### src/rtl/tmc_pkg.sv
package tmc_pkg;

    localparam int NUM_PART = 3;

    typedef enum logic [1:0] {
        MODE_NORMAL = 2'b00,
        MODE_P1     = 2'b01,
        MODE_P2     = 2'b10,
        MODE_P3     = 2'b11
    } tmode_e;

    // Clock enable pattern for a mode: all on in normal, one-hot in test.
    function automatic logic [NUM_PART-1:0] part_enables(input tmode_e m);
        logic [NUM_PART-1:0] en;
        unique case (m)
            MODE_NORMAL: en = '1;
            MODE_P1:     en = 3'b001;
            MODE_P2:     en = 3'b010;
            MODE_P3:     en = 3'b100;
        endcase
        return en;
    endfunction

endpackage

### src/rtl/tmc_mode_fsm.sv
module tmc_mode_fsm
    import tmc_pkg::*;
(
    input  logic                clk,
    input  logic                rst_n,
    input  logic [1:0]          sel_sync,
    output tmode_e              mode,
    output logic [NUM_PART-1:0] clk_en
);
    tmode_e              state_q, state_d;
    tmode_e              code;
    logic [NUM_PART-1:0] en_q;

    assign code = tmode_e'(sel_sync);

    // Transitions: ENTER_TEST, LEAVE_TEST, SWITCH_TEST, HOLD
    always_comb begin
        state_d = state_q;
        unique case (state_q)
            MODE_NORMAL: if (code != MODE_NORMAL) state_d = code;   // ENTER_TEST
            MODE_P1, MODE_P2, MODE_P3: begin
                if (code == MODE_NORMAL)  state_d = MODE_NORMAL;    // LEAVE_TEST
                else if (code != state_q) state_d = code;           // SWITCH_TEST
            end
        endcase
    end

    // State register
    always_ff @(posedge clk or negedge rst_n) begin
        if (!rst_n) state_q <= MODE_NORMAL;
        else        state_q <= state_d;
    end

    // Output register: enables move on the same edge as the state
    always_ff @(posedge clk or negedge rst_n) begin
        if (!rst_n) en_q <= '1;
        else        en_q <= part_enables(state_d);
    end

    assign mode   = state_q;
    assign clk_en = en_q;

    a_r3_all_enabled: assert property (@(posedge clk) disable iff (!rst_n)
        (state_q == MODE_NORMAL) |-> (en_q == 3'b111));
    a_r4_single_partition: assert property (@(posedge clk) disable iff (!rst_n)
        (state_q != MODE_NORMAL) |-> ($countones(en_q) == 1));
    a_r7_enable_with_mode: assert property (@(posedge clk) disable iff (!rst_n)
        !$stable(en_q) |-> !$stable(state_q));
endmodule

### config.mk
export PLATFORM = sky130hd
export DESIGN_NAME = tmc_mode_fsm
export DESIGN_NICKNAME = d
export VERILOG_FILES = /design/src/rtl/tmc_pkg.sv /design/src/rtl/tmc_mode_fsm.sv
export SDC_FILE = /design/constraint.sdc
export NUM_CORES = 1
export LEC_CHECK = 0
export BUFFER_PORTS_ARGS = -buffer_cell sky130_fd_sc_hd__buf_2
export CAP_MARGIN = 20
export CORE_AREA = 2 2 39 41
export DETAILED_ROUTE_END_ITERATION = 7
export DIE_AREA = 0 0 41 43
export GPL_ROUTABILITY_DRIVEN = 0
export MAX_ROUTING_LAYER = met4
export SLEW_MARGIN = 20
export SYNTH_ARGS = -nofsm -noshare
export SYNTH_HDL_FRONTEND = slang
export SYNTH_SLANG_ARGS = --single-unit
### constraint.sdc
create_clock -name clk -period 0.8 [get_ports clk]
set_input_delay 0.12 -clock clk [delete_from_list [all_inputs] [get_ports clk]]
set_output_delay 0.12 -clock clk [all_outputs]
set_load 0.03 [all_outputs]
* Word-level counts from Yosys, hierarchy flattened
Cells that the tools add are included.
** Storage, ports and cells
- Register bits :: 5
- Output and inout port bits :: 5
- Bits of input ports :: 4
** Cells by class
- Reduce and logical (&&, ||, !) cells :: 5
- Multiplexer cells :: 5
- Equality and inequality tests :: 7
** Operator list (number)
- $pmux 3 s4 :: 1
- $eq 2x2->1 const B :: 4
- $logic_not 2->1 :: 3
- $mux 2 :: 3
- $eq 2x1->1 const B :: 2
- $pmux 2 s2 :: 1
- $reduce_or 3->1 :: 1
- $ne 2x2->1 :: 1
- $reduce_bool 2->1 :: 1

* Longest topological paths before layout
Gate-level depths: netlist of run 1.
- Depth in word-level cells :: 6
- Gate-level depth with buffers :: 3

* Worst setup path before layout of run 1
OpenSTA, ideal clock, no wires.
- Path kind :: reg2out
- Start :: register en_q[0] (netlist: clk_en[0])
- End :: output port clk_en[0]
- Data required time :: 0.680 ns
- Buffers on the path :: 0
- Cell stages (with the launch flop) :: 1
- Path slack :: 0.092 ns
- Arrival :: 0.588 ns
- Cells stage by stage :: dfstp_2
** RTL lines
- start, declared :: RTL line tmc_mode_fsm.sv:12 : logic [NUM_PART-1:0] en_q;
- start signal, assigned :: RTL line tmc_mode_fsm.sv:37 : else en_q <= part_enables(state_d);
- end, declared :: RTL line tmc_mode_fsm.sv:8 : output logic [NUM_PART-1:0] clk_en
No word-level cell between the ends.

* Worst setup path after layout of run 1
- Start :: register en_q[2] (netlist: clk_en[2])
- End :: output port clk_en[2]
No word-level cell between the ends.

==> results of run 1 <==
-- state kept, by name, indices dropped and copies added (netlist names) --
name,flops
mode,2
clk_en,3
-- logic make-up (layout without fill, tap and decap cells) --
family,count (synthesis),in the layout
adder cells (fa/ha/maj),3,3
flip-flops,5,5
buffers and inverters,5,16
AND/OR/NAND/NOR,2,2
-- area by class of cell --
class	count	area, sq um	area share, %
repair buffers	9	81.33	25.59
clock buffers	4	26.28	8.268
well taps	16	20.02	6.299
flip-flops and latches	5	128.9	40.55
multi-input cells	5	50.05	15.75
inverters	3	11.26	3.543
-- layout by cell type (no fill, tap or decap) --
cell	n
dfrtp_1	2
clkbuf_4	3
or2_1	2
ha_1	3
buf_2	3
clkbuf_1	1
buf_6	5
dlygate4sd3_1	1
dfstp_2	3
inv_1	3
-- routing by layer --
| layer | global-route usage [%] | vias up | routed length, um |
|---|---|---|---|
| met1 | 2.614 | 57 | 102 |
| met3 | 6.806 | 0 | 66 |
| li1 | - | 62 | - |
| met4 | 8.000 | 0 | 0 |
| met5 | - | - | 0 |
| met2 | 5.000 | 9 | 135 |
-- through the flow --
stage / total power, uW / hold slack (ns) / util, %
floorplan: 347.9 / -0.1756 / -
global placement: 375.2 / -0.06812 / 18.08
detailed placement: 378.0 / -0.06500 / 18.08
CTS: 701.1 / 0.01294 / 22.97
global route: 725.9 / 0.01862 / 22.97
finish: 683.3 / 0.02196 / 22.97
-- what timing repair did --
action	4_1_cts	5_1_grt
resized for setup	10	0
hold buffers	1	0
hold endpoints to repair	5	0
endpoints found under the setup margin	5	5
-- final timing paths --
kind | to | slack [ns] | depth (start not counted)
setup / recovery | clk_en[2] | -0.20 | 1
hold / removal | mode[1]$_DFF_PN0_ | 0.02 | 1
max in group asynchronous | clk_en[1]$_DFF_PN1_ | 0.37 | 2
min in group asynchronous | mode[0]$_DFF_PN0_ | 0.23 | 2
-- power by group --
part | internal (uW) | total, uW | switching, uW
clock network | 188 | 281 | 93.3
logic | 50.6 | 112 | 61.8
registers | 282 | 290 | 8.05
==> summary by stage, run 1 <==
Critical path
For this run, the slowest stage of the critical path takes 0.52 ns. The critical path arrival is around 0.88 ns. The kind of cell adding the most delay to the critical path is flip-flops. The type of destination of the critical path is an output pin. The worst setup path is launched from a register.

The worst path buffer plus inverter count is 1. In this run the worst setup path begins at clk_en[2]$_DFF_PN1_. The maximum fanout along the worst path is 1. The signal on the critical path passes through buf_6. Data on the critical path is required at its endpoint by 0.68 ns.

The setup path with the least slack is of type register to output pin. The highest-delay cell along the critical path is dfstp_2.

Outcome
The final reports fail on setup timing. The run finished, with violations left.

Die
9 I/O pins were placed. The area of the core region is 1384 sq um. From bottom edge to top edge, the die measures 43 um. The die is 41 um wide.

The die area is 1763 sq um. In this run the core area contains 14 standard-cell rows. The initial cell density of the core is 14.29%.

Finish
The area added between synthesis and finish is 60.76%. The post-layout instance area is 317.8 sq um. After filler insertion, the fill cell instance count of the layout stands at 155.

The finished layout holds 42 standard cells, fillers aside. The net count reported at finish is 34. Cells with a size suffix above 1 make up 53.85% of the layout. The count of inserted antenna diode cells is 0.

Routing
The number of iterations in the first detailed-routing pass is 1. The routed length per placed instance is 7.214 um. Using the TritonRoute via totals, the vias-per-cell ratio works out to 3.048.

Summed over all layers, the routed wires come to 303 um. The detail route stage leaves a number of antenna-violating nets equal to 0. Across all layers, the routed design uses 128 vias. The first routing iteration left 0 violations. In the routed design, unresolved DRC markers number 0.

Logic synthesis
In this run, synthesis inferred 0 flip-flops with an integrated enable. In the synthesized netlist, the number of instances is 15. Counting instances in the post-synthesis netlist gives the leading cell types as dfstp_2, ha_1, inv_1. Among all flip-flop cells after synthesis, the most frequent one is dfstp_2.

Counting every net in the synthesized netlist gives 22. The synthesized area divided by synthesized cell count is roughly 13 sq um. After synthesis, the largest family of logic cells by area is adder cells. Of the post-synthesis cell area, the part taken by muxes is 0%. The synthesized netlist devotes 0% of its cell area to compound gates. The post-synthesis cell area is 197.7 sq um. Yosys attributes the largest share of cell area to dfstp_2, dfrtp_1, ha_1. The post-synthesis cell type with the largest combined area is dfstp_2.

The number of library cell types mapped by synthesis is 6. The proportion of netlist area held by the largest area contributor is around two fifths. After synthesis the netlist holds a flip-flop and latch count of 5.

Counting flops with an async set or reset pin after synthesis yields a share of 100.0%. After synthesis, flip-flops and latches occupy 65.19% of the total area. Of the total synthesized cell area, the portion taken by AND, OR, NAND and NOR gates is 6.329%. Summing the areas of all fa, ha and maj instances in the mapped netlist gives a little under a fifth of the synthesized area. The count of yosys warnings during synthesis is 0. The synthesized netlist devotes 0% of its cell area to XOR and XNOR gates.

Timing
Setup violations remaining at the end of the flow were counted as 5. Setup repair after global routing could not meet its margin everywhere. The fmax is around 1000 MHz. The hold violation total from the final report is 0. The pin slew with the least headroom to its limit is ~0.11 ns. The setup slack of the critical path after layout is -0.1989 ns. The final count of pins violating max slew was 0. For the final routed database, the setup TNS stands at -0.6977 ns. The final critical path takes up 124.9% of the cycle. The final critical path time including I/O delays and setup is 0.9989 ns. The normalized max-slew margin is 92.78%.

Place
Before CTS, the worst setup slack after placement is -0.004893 ns. During placement, the flow inserted port buffers numbering 8. The cell area after placement is roughly 250 sq um. Detailed placement ended at an HPWL of 258.3 um.

The cell count after placement is 37.

Clocking
The total CTS buffers is 3. TritonCTS built the clock tree. The clock passes through at most 2 buffers. The count of clock tree sinks is 5.

In this run the number of H-tree levels came out at 1. Once the clock tree was built, the setup fixing pass inserted 0 buffers. The root buffer cell chosen for the clock tree is clkbuf_4. Clock-pin slew was measured on the worst setup and hold paths at about 0.040 ns.

Global routing
After global routing the overflow that remains totals 0. Global routing used a little over 5% of the available tracks. The number of antenna violations at the first check in global routing came to 0. The wire length of the first global-routing pass is 434 um. The number of global-route vias before repair is around 130.

The pin count of the biggest net entering global routing is 6.

Pwr
For this design the ratio of total power to cell area is 2150 nW/um^2. The worst supply voltage drop on vdd is 0.0003380 V. Summed over all cells, the static leakage comes to 0.0001621 uW.

Worst hold path
The start point of the worst hold path is sel_sync[1]. The kind of path behind the tightest hold check is input port to register.

Job
Max-cap violations in this run came to 0.
No activity file was read; power rests on OpenSTA's default activity.
==> run 2, diff against run 1 <==
- CELL_PAD_IN_SITES_DETAIL_PLACEMENT: unset -> 1
- CELL_PAD_IN_SITES_GLOBAL_PLACEMENT: unset -> 2
- PLACE_DENSITY_LB_ADDON: unset -> 0.1
==> summary by stage, run 2 (synthesis results as in run 1) <==
Pwr
The worst supply voltage drop on vdd is ~0.00041 V. Cell internal power was estimated by the tool at 520.3 uW. Of the total power, the clock network draws just over 40%. The design draws around 690 uW. The static leakage power is 0.0001621 uW. The power density over cell area is around 2200 nW/um^2. The switching power is between 150 and 200 uW.

The share of total power in sequential cells is between 40% and 50%. In this run, the combinational gates consume 16.5% of the power. The switching share of total power is 24.11%.

Clocking
The number of setup buffers added after CTS is 0. The clock passes through at most 2 buffers. The cell sitting at the root of the clock tree is a clkbuf_4. TritonCTS built the clock tree. Clock tree synthesis found a total of 5 sinks.

The clock-pin transition on the worst setup and hold timing paths is 0.04 ns. The number of clock buffers added by TritonCTS is 3. CTS built an H-tree with a depth of 1.

Routing
After detailed routing, no signal wire sits above met4. Wire segments on met3 add up to 50 um in the final route. The met2 wirelength from detailed routing is 169 um. Dividing the detail-routed via count by the number of cells gives 3.048. The number of violations reported at the end of detailed-routing iteration 0 is 0.

For this block, wires on met1 add up to 117 um. Summing over every cut layer, the via total after detailed routing is between 100 and 150. The routed length per placed instance is roughly 8 um. After detailed routing, the number of remaining DRC violations is 0. The count of nets left with antenna violations once routing finished came out at 0. After detailed routing, the total wire length is 344 um. The number of iterations in the first detailed-routing pass is 1.

Finish
The count of inserted antenna diode cells is 0. The share of cells above drive strength 1 is 53.85%. The commonest non-fill, non-tap cell in the layout is buf_6. The area added between synthesis and finish is 60.76%.

The flip-flop count of the largest register after layout is 3. At the end of the flow, the number of nets in the layout was 34.

Critical path
The worst setup path is launched from a register. Grouping stages by cell kind, the critical path spends the most delay in flip-flops. The slowest stage of the critical path belongs to the cell dfstp_2. The critical path goes through buf_6. The type of the worst setup path is register to output pin. The critical path arrival is 0.88 ns.

On the worst path, the slowest cell contributes a delay of 0.52 ns. Counting both buffers and inverters, the worst setup path holds a total of 1. The worst endpoint required time is 0.68 ns. Of all nets on the critical path, the largest fanout is 1. The type of destination of the critical path is an output pin.

Die
The initial utilization of the core area, before any placement, comes to 14.29%. The height of the chip is between 40 and 50 um. In this run the count of I/O pins placed on the die edge is 9. The number of core rows is 14. The area of the core region is 1384 sq um. The floorplan step defined a die boundary enclosing roughly 1800 sq um.

The die is 41 um wide.

Timing
The worst hold margin is 0.02208 ns. Across all setup checks in the final design, the least slack found is -0.2017 ns. The hold violation total from the final report came to 0.

Setup violations remaining at the end of the flow were counted as 5. The final critical path takes up 125.2% of the cycle. Setup repair after global routing could not meet its margin everywhere. The pin slew with the least headroom to its limit is approximately 0.11 ns.

The final count of pins violating max slew was 0. The final critical path time including I/O delays and setup is 1.002 ns. Setup total negative slack on the finished layout was measured at -0.7085 ns. Measured against its own limit, the worst slew margin works out to approximately 93%. For this run, the top clock speed supported by timing is around 1000 MHz.

Global routing
The number of global-route vias before repair is about 140. The wire length of the first global-routing pass is 510 um. For this run the aggregate overflow at the end of global routing stands at 0. The pin count of the biggest net entering global routing is 6. The number of antenna violations at the first check in global routing is 0. In the global route stage, overall resource usage came out at 5.366%.

Place
Summed over all nets, the half-perimeter wirelength after detailed placement is roughly 300 um. The total of buffers placed on input and output ports is 8.

Outcome
The checks that failed: setup timing. The flow ran to the end, but the final reports show violations.

Worst hold path
The kind of path behind the tightest hold check is input port to register.

Job
The max-capacitance violation count is 0.
run 2: cell counts in the layout (fill, tap and decap cells not counted):
Identical to the previous run, type by type.
run 2: metrics by stage:
step	util, %	area, sq um	cells	setup WS (ns)
3_3_place_gp	18.08	250.2	37	-0.004141
4_1_cts	22.97	317.8	42	-0.2218
6_report	22.97	317.8	42	-0.2017
2_1_floorplan	-	197.7	15	0.09172
5_1_grt	22.97	317.8	42	-0.2301
3_5_place_dp	18.08	250.2	37	-0.009149
run 2: area by class of cell:
cell class,instances,area [sq um]
clock buffers,4,26.28
fillers,166,1066
well taps,16,20.02
multi-input cells,5,50.05
inverters,3,11.26
repair buffers,9,81.33
flip-flops and latches,5,128.9
run 2: timing repair:
| action | 4_1_cts | 5_1_grt |
|---|---|---|
| endpoints found under the hold margin | 5 | 0 |
| resized for setup | 10 | 0 |
| gates cloned | 0 | 0 |
| hold buffers | 1 | 0 |
| endpoints found under the setup margin | 5 | 5 |
run 2: path summary, 6_finish.rpt:
path                                        to  depth (start not counted)  slack, ns                 from
max in group asynchronous  clk_en[0]$_DFF_PN1_                          2       0.37                rst_n
setup / recovery                     clk_en[2]                          1      -0.20  clk_en[2]$_DFF_PN1_
min in group asynchronous    mode[1]$_DFF_PN0_                          2       0.22                rst_n
hold / removal               mode[0]$_DFF_PN0_                          1       0.02          sel_sync[0]
run 2: routing by layer:
metal	vias up	track usage, %
li1	62	-
met1	55	3.896
met2	9	6.875
met3	2	1.571
met4	0	10.00
met5	-	-
run 2: power by group through the flow:
stage	combinational (uW)	clock, uW	sequential, uW
after CTS	116	305	291
after floorplan	18.8	0	329
after global routing	125	321	291
after global placement	90.5	0	287
final	113	282	290
after detailed placement	90.9	0	289
